===== src/rtl/sadc_pkg.sv =====
// Package: shared types and control-byte field positions for the
// serial ADC front end. Assumes an 8-bit control byte, start bit first.
package sadc_pkg;

    // Phase of the SAR engine after a control byte closes.
    typedef enum logic [1:0] {
        PH_IDLE = 2'd0,
        PH_STRB = 2'd1,
        PH_OUT  = 2'd2
    } sar_phase_e;

    // Bit positions that the engine decodes.
    localparam int CB_UNIPOLAR = 3;
    localparam int CB_EXTCLK   = 0;

endpackage


===== src/rtl/sadc_ctrl_rx.sv =====
// Module: sadc_ctrl_rx
// Looks for the start bit and shifts in the control byte on SCLK rising
// edges. On falling edges it drives the track request. A pulse marks an
// accepted start bit, and another marks the falling edge that closes the
// byte.
// Assumes edge strobes are one clock wide and never coincide.
module sadc_ctrl_rx #(
    parameter int CTRL_W = 8
) (
    input  logic              clk,
    input  logic              rst_n,
    input  logic              sclk_rise,
    input  logic              sclk_fall,
    input  logic              cs_low,
    input  logic              cs_fall,
    input  logic              din,
    input  logic              search_ok,
    output logic              start_o,
    output logic              done_o,
    output logic              track_o,
    output logic [CTRL_W-1:0] byte_o
);
    localparam int CNT_W    = $clog2(CTRL_W + 1);
    localparam int TRACK_AT = CTRL_W - 2;

    logic              shifting;
    logic [CNT_W-1:0]  cnt;
    logic [CTRL_W-1:0] sreg;

    // Start detection, byte shifting and track window, all on SCLK events.
    always_ff @(posedge clk) begin
        if (!rst_n) begin
            shifting <= 1'b0;
            cnt      <= '0;
            sreg     <= '0;
            byte_o   <= '0;
            track_o  <= 1'b0;
            start_o  <= 1'b0;
            done_o   <= 1'b0;
        end else begin
            start_o <= 1'b0;
            done_o  <= 1'b0;
            if (cs_fall) begin
                shifting <= 1'b0;
                cnt      <= '0;
                track_o  <= 1'b0;
            end else if (sclk_rise && cs_low) begin
                if (!shifting) begin
                    if (din && search_ok) begin
                        shifting <= 1'b1;
                        sreg     <= CTRL_W'(1);
                        cnt      <= CNT_W'(1);
                        start_o  <= 1'b1;
                    end
                end else if (cnt < CNT_W'(CTRL_W)) begin
                    sreg <= {sreg[CTRL_W-2:0], din};
                    cnt  <= cnt + 1'b1;
                end
            end else if (sclk_fall && shifting) begin
                if (cnt == CNT_W'(TRACK_AT)) begin
                    track_o <= 1'b1;
                end
                if (cnt == CNT_W'(CTRL_W)) begin
                    track_o  <= 1'b0;
                    shifting <= 1'b0;
                    cnt      <= '0;
                    done_o   <= 1'b1;
                    byte_o   <= sreg;
                end
            end
        end
    end

    AST_START_NEEDS_CS: assert property (@(posedge clk) disable iff (!rst_n)
        start_o |-> $past(cs_low)) else $error("start without cs");
    AST_TRACK_IN_BYTE: assert property (@(posedge clk) disable iff (!rst_n)
        track_o |-> shifting) else $error("track outside byte");
    AST_DONE_HOLDS: assert property (@(posedge clk) disable iff (!rst_n)
        done_o |-> !track_o) else $error("track open at hold");

endmodule


===== src/rtl/sadc_sar_core.sv =====
// Module: sadc_sar_core
// SAR engine paced by SCLK falling edges. It loads the held sample, opens
// the strobe for STRB_CYC edges, then decides and drives one result bit per
// edge, MSB first. After the last bit it drives zeros.
// Assumes go, abort and step never coincide.
module sadc_sar_core
    import sadc_pkg::*;
#(
    parameter int DATA_W   = 8,
    parameter int STRB_CYC = 2
) (
    input  logic              clk,
    input  logic              rst_n,
    input  logic              step,
    input  logic              go,
    input  logic              bipolar,
    input  logic [DATA_W-1:0] sample_i,
    input  logic              abort,
    input  logic              strobe_clr,
    output logic              dout,
    output logic              strobe,
    output logic              premsb
);
    localparam int IDX_W  = (DATA_W > 1) ? $clog2(DATA_W) : 1;
    localparam int SCNT_W = (STRB_CYC > 1) ? $clog2(STRB_CYC) : 1;
    localparam logic [IDX_W-1:0]  IDX_MSB   = IDX_W'(DATA_W - 1);
    localparam logic [SCNT_W-1:0] SCNT_LAST = SCNT_W'(STRB_CYC - 1);

    sar_phase_e        ph;
    logic [SCNT_W-1:0] scnt;
    logic [IDX_W-1:0]  idx;
    logic [DATA_W-1:0] acc, samp, trial;
    logic              bip, keep, bit_out, decide;

    // Trial code for the current bit and the comparator decision on it.
    always_comb begin
        trial   = acc | (DATA_W'(1) << idx);
        keep    = (samp >= trial);
        bit_out = keep ^ (bip && (idx == IDX_MSB));
        decide  = step && ((ph == PH_OUT) || ((ph == PH_STRB) && (scnt == SCNT_LAST)));
    end

    assign premsb = (ph == PH_STRB);

    // Phase sequencing, SAR register update and output bit register.
    always_ff @(posedge clk) begin
        if (!rst_n) begin
            ph     <= PH_IDLE;
            scnt   <= '0;
            idx    <= '0;
            acc    <= '0;
            samp   <= '0;
            bip    <= 1'b0;
            dout   <= 1'b0;
            strobe <= 1'b0;
        end else if (abort) begin
            ph     <= PH_IDLE;
            dout   <= 1'b0;
            strobe <= 1'b0;
        end else if (go) begin
            ph     <= PH_STRB;
            scnt   <= '0;
            idx    <= IDX_MSB;
            acc    <= '0;
            samp   <= sample_i;
            bip    <= bipolar;
            dout   <= 1'b0;
            strobe <= 1'b1;
        end else begin
            if (strobe_clr) begin
                strobe <= 1'b0;
            end
            if (step && (ph == PH_STRB) && (scnt != SCNT_LAST)) begin
                scnt <= scnt + 1'b1;
            end
            if (decide) begin
                strobe <= 1'b0;
                dout   <= bit_out;
                if (keep) begin
                    acc <= trial;
                end
                if (idx == '0) begin
                    ph <= PH_IDLE;
                end else begin
                    ph  <= PH_OUT;
                    idx <= idx - 1'b1;
                end
            end
            if (step && (ph == PH_IDLE)) begin
                dout <= 1'b0;
            end
        end
    end

    AST_GO_OPENS_STROBE: assert property (@(posedge clk) disable iff (!rst_n)
        (go && !abort) |=> (strobe && premsb)) else $error("strobe not opened");
    AST_STROBE_IN_WINDOW: assert property (@(posedge clk) disable iff (!rst_n)
        strobe |-> (ph == PH_STRB)) else $error("strobe outside window");
    AST_IDLE_DRIVES_ZERO: assert property (@(posedge clk) disable iff (!rst_n)
        (step && (ph == PH_IDLE) && !go && !abort) |=> !dout) else $error("tail not zero");

endmodule


===== src/rtl/sadc_front_end.sv =====
// Module: sadc_front_end (top)
// Finds SCLK and chip-select edges and links the control receiver to the
// SAR engine. It also applies the re-arm rule: a chip-select toggle
// during the strobe window lets a new start bit abandon the conversion.
// It drives the data/enable output pairs.
// Assumes sclk, cs_n and din are synchronous to clk.
module sadc_front_end #(
    parameter int DATA_W   = 8,
    parameter int CTRL_W   = 8,
    parameter int STRB_CYC = 2
) (
    input  logic              clk,
    input  logic              rst_n,
    input  logic              sclk,
    input  logic              cs_n,
    input  logic              din,
    input  logic [DATA_W-1:0] sample_i,
    output logic              dout_o,
    output logic              dout_oe,
    output logic              sstrb_o,
    output logic              sstrb_oe,
    output logic              track_o,
    output logic [CTRL_W-1:0] ctrl_byte_o
);
    import sadc_pkg::*;

    logic sclk_q, cs_q, cs_toggled;
    logic sclk_rise, sclk_fall, cs_rise, cs_fall;
    logic rx_start, rx_done, conv_go, abort, search_ok;
    logic sar_dout, sar_strobe, premsb;

    // Previous pin levels for edge detection.
    always_ff @(posedge clk) begin
        if (!rst_n) begin
            sclk_q <= 1'b0;
            cs_q   <= 1'b1;
        end else begin
            sclk_q <= sclk;
            cs_q   <= cs_n;
        end
    end

    assign sclk_rise = sclk & ~sclk_q;
    assign sclk_fall = ~sclk & sclk_q;
    assign cs_rise   = cs_n & ~cs_q;
    assign cs_fall   = ~cs_n & cs_q;

    // Remembers a chip-select toggle seen while the strobe window is open.
    always_ff @(posedge clk) begin
        if (!rst_n) begin
            cs_toggled <= 1'b0;
        end else if (!premsb) begin
            cs_toggled <= 1'b0;
        end else if (cs_rise) begin
            cs_toggled <= 1'b1;
        end
    end

    assign search_ok = !premsb || cs_toggled;
    assign conv_go   = rx_done && ctrl_byte_o[CB_EXTCLK];
    assign abort     = rx_start && premsb;

    sadc_ctrl_rx #(.CTRL_W(CTRL_W)) u_rx (
        .clk       (clk),
        .rst_n     (rst_n),
        .sclk_rise (sclk_rise),
        .sclk_fall (sclk_fall),
        .cs_low    (~cs_n),
        .cs_fall   (cs_fall),
        .din       (din),
        .search_ok (search_ok),
        .start_o   (rx_start),
        .done_o    (rx_done),
        .track_o   (track_o),
        .byte_o    (ctrl_byte_o)
    );

    sadc_sar_core #(.DATA_W(DATA_W), .STRB_CYC(STRB_CYC)) u_sar (
        .clk        (clk),
        .rst_n      (rst_n),
        .step       (sclk_fall),
        .go         (conv_go),
        .bipolar    (~ctrl_byte_o[CB_UNIPOLAR]),
        .sample_i   (sample_i),
        .abort      (abort),
        .strobe_clr (cs_rise),
        .dout       (sar_dout),
        .strobe     (sar_strobe),
        .premsb     (premsb)
    );

    assign dout_oe  = ~cs_n;
    assign sstrb_oe = ~cs_n;
    assign dout_o   = sar_dout & ~cs_n;
    assign sstrb_o  = sar_strobe & ~cs_n;

    AST_GO_OUTSIDE_WINDOW: assert property (@(posedge clk) disable iff (!rst_n)
        conv_go |-> !premsb) else $error("load during strobe window");
    AST_ABORT_NEEDS_TOGGLE: assert property (@(posedge clk) disable iff (!rst_n)
        abort |-> cs_toggled) else $error("abort without cs toggle");
    AST_CS_RISE_DROPS_STROBE: assert property (@(posedge clk) disable iff (!rst_n)
        (cs_rise && !conv_go) |=> !sar_strobe) else $error("strobe kept");

endmodule


===== config.mk =====
export PLATFORM = sky130hd
export DESIGN_NAME = sadc_front_end
export DESIGN_NICKNAME = d
export VERILOG_FILES = /design/src/rtl/sadc_pkg.sv /design/src/rtl/sadc_ctrl_rx.sv /design/src/rtl/sadc_sar_core.sv /design/src/rtl/sadc_front_end.sv
export SDC_FILE = /design/constraint.sdc
export NUM_CORES = 1
export LEC_CHECK = 0
export ABC_AREA = 1
export ABC_CLOCK_PERIOD_IN_PS = 2500
export BUFFER_PORTS_ARGS = -buffer_cell sky130_fd_sc_hd__buf_2
export CAP_MARGIN = 5
export CORE_MARGIN = 10
export CORE_UTILIZATION = 48
export CTS_CLUSTER_DIAMETER = 30
export DETAILED_ROUTE_END_ITERATION = 8
export GPL_TIMING_DRIVEN = 0
export PLACE_DENSITY = 0.67
export SLEW_MARGIN = 20
export SYNTH_ARGS = -nofsm -noshare
export SYNTH_HDL_FRONTEND = slang
export SYNTH_SLANG_ARGS = --single-unit
export TNS_END_PERCENT = 30

===== constraint.sdc =====
create_clock -name clk -period 2.5 [get_ports clk]
set_clock_uncertainty 0.1 [all_clocks]
set_input_delay 0.5 -clock clk [delete_from_list [all_inputs] [get_ports clk]]
set_output_delay 0.5 -clock clk [all_outputs]
set_load 0.005 [all_outputs]

==> metrics, run 1 <==
status completed; Worst-path clk slew ~0.1 ns; synthesis-to-finish area growth 12.16%; Final Hold Fails 0; Commonest cells post-synth nor2_1 (66), nand2_1 (55), dfxtp_1 (52), inv_1 (40), a21oi_1 (29); largest family of logic cells by synthesized area simple AND/OR/NAND/NOR gates; # IOs 26; antenna violations before repair 0; Distinct cells, synth 30; CP required 2.60 ns; Max Transition Viols Final 0; CTS tree built; die area slightly below 0.009 mm²; Initial Util 49.93%; f_max between 400 and 500 MHz; worst setup margin about 0.25 ns; WL met1 roughly 2800 µm; placed cell count 450; critical path arrival around 2.4 ns; Post-synth EDFFs 0; Least-Margin Pin Slew between 0.6 and 0.7 ns; area of the core between 0.005 and 0.006 mm²; DP Wirelength approximately 4300 µm; clock latency on the worst-skew pair 0.31 ns; Tot GR Track Use between 10% and 20%; crit-path cells inv_1 -> ha_1 -> nand2_2 -> nand2_1 -> ha_1 -> nand2_1 -> nand3_1 -> nand2_1 -> nand2_1 -> nand2_1 -> nand2_1 -> nand2_4 -> buf_8 -> a21oi_2 -> nor2_1; clk sink count 52; Tcrit/Tclk final about 90%; top cell type's share of synthesized area about two fifths; grt ovf 0; Critical Path Fanout Max 10; CTS root buf clkbuf_8; diode count 0; CP endpoint kind flip-flop; unrepaired setup endpoints after global routing false; delay-heaviest family, CP simple AND/OR/NAND/NOR gates; Total Routed Length about 5600 µm; Worst VDD drop about 0.3 mV; total length of routed met3 wires roughly 280 µm; Hold Buf Count CTS 0; DIE WIDTH between 90 and 100 µm; most used cell, CP nand2_1; multi-input logic area approximately 0.0013 mm²; vias in the first global route 2188; kind of critical path reg2reg; placed instance area ~0.0028 mm²; Avg Vias per Cell 4.965; global-route wire length before repair just under 10000 µm; CP max stage delay around 0.37 ns; Leak around 1.4 nW; # setup viols final 0; post-synthesis instance total about 360; Finished Cell Area between 0.002 and 0.003 mm²; Yosys top cell by area dfxtp_1; Syn Std Cell Area about 0.0026 mm²; top-count cell post-synth nor2_1; PortBufs 25; total CTS buffers 5; Post-Synth Adder-Cell Area under 10%; First-pass DRT Iterations 4; Synth Area in Compound Gates 16.33%; Core Util, Final 56.00%; power per cell area 479.8 mW/mm²; post-synthesis mux area share 0%; Ys Warns 0; H-tree Lvls 2; Detail Route Antenna Nets 0; sequential area share after synthesis 40.31%; largest net degree at the start of global routing 18; Wirelength per Cell 12.28 µm; Finished Layout Cells ~460; initial DRC count roughly 120; Synth Area in XOR/XNOR less than 1%; Reg area approximately 0.0010 mm²; Synth Register Bits 52; DRC violations left 0; Max clock buf depth 2; Met2 Wirelength roughly 2400 µm; share of cells above drive strength 1 17.53%; relative slew slack about three fifths; Avg Inst Size Synth 7.275 µm²; GPL Wtd Cong 0.8742; DR top layer met4; DP Worst Slack between 0.1 and 0.15 ns; Post-Synth Simple-Gate Area 26.16%; setup bufs post-CTS 0; Setup crit start kind flip-flop; Final min period 2.246 ns; Syn Nets 384; main area contributors after synthesis dfxtp_1 (40%), nor2_1 (9.6%), nand2_1 (8.0%); Critical Path Slowest Stage Cell dfxtp_2; Buf+Inv Stages, Crit Path 2; predominant post-synthesis flop cell dfxtp_1; fin nets 416; num rows 26; Reg2Reg Setup Slack between 0.2 and 0.3 ns; TNS Setup 0 ns; post-synthesis async set-or-reset flop share 0%; Max-Cap Viols 0; chip height roughly 93 µm; hold crit path type in2reg; vias between 2000 and 2500; fillers around 500
kinds of logic after synthesis:
logic type | count (synthesis)
flip-flops | 52
AND/OR/NAND/NOR | 156
buffers and inverters | 57
XOR/XNOR | 1
adder cells (fa/ha/maj) | 16
AO/OA/AOI/OAI | 73
worst min-delay path, cell delays in order:
cell and delay, ns:
buf_2 0.12, nand2_1 0.05, inv_1 0.04
cell usage in the layout, fill, tap and decap left out:
| cell type | Yosys | routed |
|---|---|---|
| nor2_1 | 66 | 66 |
| nand2_1 | 55 | 54 |
| dfxtp_1 | 52 | 51 |
| inv_1 | 40 | 40 |
| a21oi_1 | 29 | 28 |
| buf_2 | 2 | 27 |
| o21ai_0 | 26 | 26 |
| nand3_1 | 18 | 18 |
| ha_1 | 16 | 16 |
| a21oi_2 | 9 | 10 |
| inv_2 | 7 | 7 |
| clkbuf_8 | 0 | 5 |
| nand2_2 | 3 | 4 |
| clkbuf_1 | 4 | 4 |
| buf_4 | 3 | 3 |
| o21ai_1 | 3 | 3 |
| nor2_4 | 3 | 3 |
| nor3_1 | 3 | 3 |
| nand4_1 | 3 | 3 |
| nand3_2 | 2 | 2 |
| nor4_1 | 1 | 1 |
| o21a_1 | 1 | 1 |
| a21oi_4 | 1 | 1 |
| nand2_4 | 1 | 1 |
| buf_8 | 0 | 1 |
| nand3b_1 | 1 | 1 |
| a31oi_1 | 1 | 1 |
| a21boi_0 | 1 | 1 |
| o21bai_1 | 1 | 1 |
| xor2_1 | 1 | 1 |
| o211ai_1 | 1 | 1 |
| clkinv_2 | 0 | 1 |
| clkinvlp_4 | 0 | 1 |
| inv_6 | 0 | 1 |
| dfxtp_2 | 0 | 1 |
per-layer routing:
layer  up-vias  global-route usage, %
met3         6                  3.677
li1       1203                      -
met4         0                  4.113
met5         -                      0
met2        43                  21.93
met1      1022                  17.00
repair_timing:
action                     in CTS  in global routing
resized for setup               0                  4
hold endpoints to repair        0                  0
setup endpoints to repair       0                  8
power breakdown:
part | leakage [nW] | switching (W) | total (W) | internal [W]
logic | 0.899 | 0.0000397 | 0.0000609 | 0.0000212
registers | 0.420 | 0.00000328 | 0.000834 | 0.000831
clock network | 0.0445 | 0.000295 | 0.000494 | 0.000199
layout make-up:
class                   instances  share of cell area [%]
plain buffers                  10                   2.160
clock buffers                   5                   2.376
clock inverters                 3                  0.7343
inverters                      47                   6.091
multi-input cells             246                   45.31
flip-flops and latches         52                   35.98
well taps                      70                   3.024
repair buffers                 25                   4.320
worst paths after layout:
kind	cells after the start	startpoint	endpoint
max reg2reg	15	u_sar.idx[0]	u_sar.acc[1]
max	15	u_sar.idx[0]	u_sar.acc[1]
min	3	sclk	sclk_q
min reg2reg	2	u_rx.track_o	u_rx.track_o
per-stage QoR:
step	hold slack, ns	power (W)
after floorplan	0.3361	0.0008900
final	0.3253	0.001390
after global routing	0.3492	0.001444
after global placement	0.3517	0.0009152
after CTS	0.3231	0.001403
after detailed placement	0.3541	0.0009153
sequential cells by signal, summed over array words and instances, names as in the netlist:
signal         cells
u_sar.scnt         1
u_sar.bip          1
u_rx.byte_o        8
u_sar.samp         8
u_rx.start_o       1
cs_q               1
u_sar.idx          3
u_rx.track_o       1
cs_toggled         1
u_sar.acc          8
sclk_q             1
u_sar.strobe       1
u_sar.dout         1
u_rx.sreg          8
u_rx.cnt           4
u_sar.ph           2
u_rx.shifting      1
u_rx.done_o        1
(Power assumes the default switching activity.)
==> run 2, diff against run 1 <==
--- a/config.mk
+++ b/config.mk
@@ -7,14 +7,13 @@
 export LEC_CHECK = 0
 export ABC_AREA = 1
 export ABC_CLOCK_PERIOD_IN_PS = 2500
-export BUFFER_PORTS_ARGS = -buffer_cell sky130_fd_sc_hd__buf_2
 export CAP_MARGIN = 5
 export CORE_MARGIN = 10
 export CORE_UTILIZATION = 48
 export CTS_CLUSTER_DIAMETER = 30
 export DETAILED_ROUTE_END_ITERATION = 8
+export DONT_BUFFER_PORTS = 1
 export GPL_TIMING_DRIVEN = 0
-export PLACE_DENSITY = 0.67
 export SLEW_MARGIN = 20
 export SYNTH_ARGS = -nofsm -noshare
 export SYNTH_HDL_FRONTEND = slang
==> run 2 against run 1 <==
Register-to-register slack got worse by 0.09 ns. Global-route usage increased by 0.40 points. First-iteration DRC count fell by 37%. Sequential power is essentially flat. Non-clock buffer count fell by 25. Via count is 5.2% lower. Combinational power is 19% lower. Design area down 4.4%. Worst hold slack lost 0.14 ns. Utilization decreased by 2.5 points. Critical path type unchanged. Largest power group unchanged.
==> metrics, run 2 (synthesized netlist as in run 1, its figures left out) <==
Least-Margin Pin Slew 0.5307 ns; CP required 2.62 ns; Setup crit start kind flip-flop; clock latency on the worst-skew pair 0.31 ns; Max clock buf depth 2; f_max about 430 MHz; Detail Route Antenna Nets 0; relative slew slack between 60 and 70%; Reg area approximately 0.0010 mm²; share of cells above drive strength 1 11.57%; hold crit path type in2reg; Total Routed Length ~5800 µm; multi-input logic area between 0.001 and 0.0015 mm²; num rows 26; # IOs 26; vias between 2000 and 2500; fillers 540; # setup viols final 0; Final Hold Fails 0; antenna violations before repair 0; DIE WIDTH around 93 µm; Avg Vias per Cell roughly 5; CP endpoint kind flip-flop; synthesis-to-finish area growth 7.170%; Critical Path Fanout Max 10; Tot GR Track Use between 10% and 20%; Final min period about 2.3 ns; H-tree Lvls 2; DP Wirelength 4400 µm; status completed; DRC violations left 0; largest net degree at the start of global routing 18; CTS tree built; post_cts resized 0; Worst-path clk slew approximately 0.10 ns; TNS Setup 0 ns; Initial Util between 40 and 50%; CTS root buf clkbuf_8; First-pass DRT Iterations 4; total CTS buffers 5; Tcrit/Tclk final 93.61%; Max Transition Viols Final 0; commonest non-fill, non-tap cells in the layout nor2_1 (66), nand2_1 (54), dfxtp_1 (52); diode count 0; chip height roughly 93 µm; clk sink count 52; PortBufs 0; fin nets a little under 400; grt ovf 0; kind of critical path reg2reg; Max-Cap Viols 0; critical path arrival 2.46 ns; initial DRC count 75; Hold Buf Count CTS 0; die area 0.008714 mm²; area of the core just over 0.005 mm²; overall power roughly 0.0014 W; Wirelength per Cell roughly 13 µm; GPL Wtd Cong ~0.8; commonest non-fill, non-tap cell in the layout nor2_1; Leak ~1.2 nW; global-route wire length before repair a little under 10000 µm; vias in the first global route between 2000 and 2500; power per cell area 500.2 mW/mm²; Worst VDD drop approximately 0.31 mV; unrepaired setup endpoints after global routing false; setup bufs post-CTS 0
-- run 2: cell count changes in the layout (fill, tap and decap cells not counted) --
cell        change
dfxtp_1         +1
clkinv_4        +1
clkinvlp_4      -1
buf_8           -1
buf_6           +1
buf_2          -25
dfxtp_2         -1
-- run 2: path summary, 6_finish.rpt --
check                                  start           end  slack (ns)  cells after the start
worst min register to register  u_rx.sreg[7]  u_rx.sreg[7]        0.37                      2
worst max-delay path            u_sar.idx[0]  u_sar.acc[7]        0.16                     15
worst max register to register  u_sar.idx[0]  u_sar.acc[7]        0.16                     15
worst min-delay path                    sclk        sclk_q        0.18                      2
-- run 2: critical path, stage by stage, from the launching register on --
cell and delay, ns:
dfxtp_1 0.40, inv_1 0.11, ha_1 0.22, a21oi_1 0.30, ha_1 0.29, nand2_1 0.06
inv_1 0.03, nand2_1 0.05, nand2_1 0.04, nand2_1 0.07, nand2_1 0.11, nand2_4 0.12
buf_6 0.18, nand3_2 0.07, nand2_1 0.06, nor2_1 0.04
-- run 2: report_power, final --
group | internal, W | total, W | switching [W] | leakage, nW
logic | 0.0000139 | 0.0000496 | 0.0000357 | 0.780
clock network | 0.000201 | 0.000500 | 0.000299 | 0.0485
registers | 0.000831 | 0.000835 | 0.00000329 | 0.419
total | 0.00105 | 0.00138 | 0.000338 | 1.25
-- run 2: through the flow --
stage | utilization, % | cell area (µm²) | cells | hold WS [ns] | worst slack, ns
final | 53.51 | 2768 | 433 | 0.1806 | 0.1598
after global routing | 53.51 | 2768 | 433 | 0.1764 | 0.02323
after CTS | 53.39 | 2761 | 433 | 0.1745 | 0.1567
after detailed placement | 51.62 | 2670 | 425 | 0.3593 | 0.1642
after global placement | 51.62 | 2670 | 425 | 0.3505 | 0.1782
after floorplan | - | 2582 | 355 | 0.3361 | 0.4645
-- run 2: layout make-up --
type                    instances  area share (%)
plain buffers                  10           2.125
clock buffers                   5           2.486
clock inverters                 3          0.8137
inverters                      47           6.374
multi-input cells             246           47.42
flip-flops and latches         52           37.61
well taps                      70           3.165
-- run 2: per-layer routing --
metal,track usage [%],up-vias,part of all wire (%)
met2,24.25,21,49
met3,3.197,8,3.5
met5,0,-,0
met1,16.35,980,46
met4,4.627,0,1.2
li1,-,1147,-
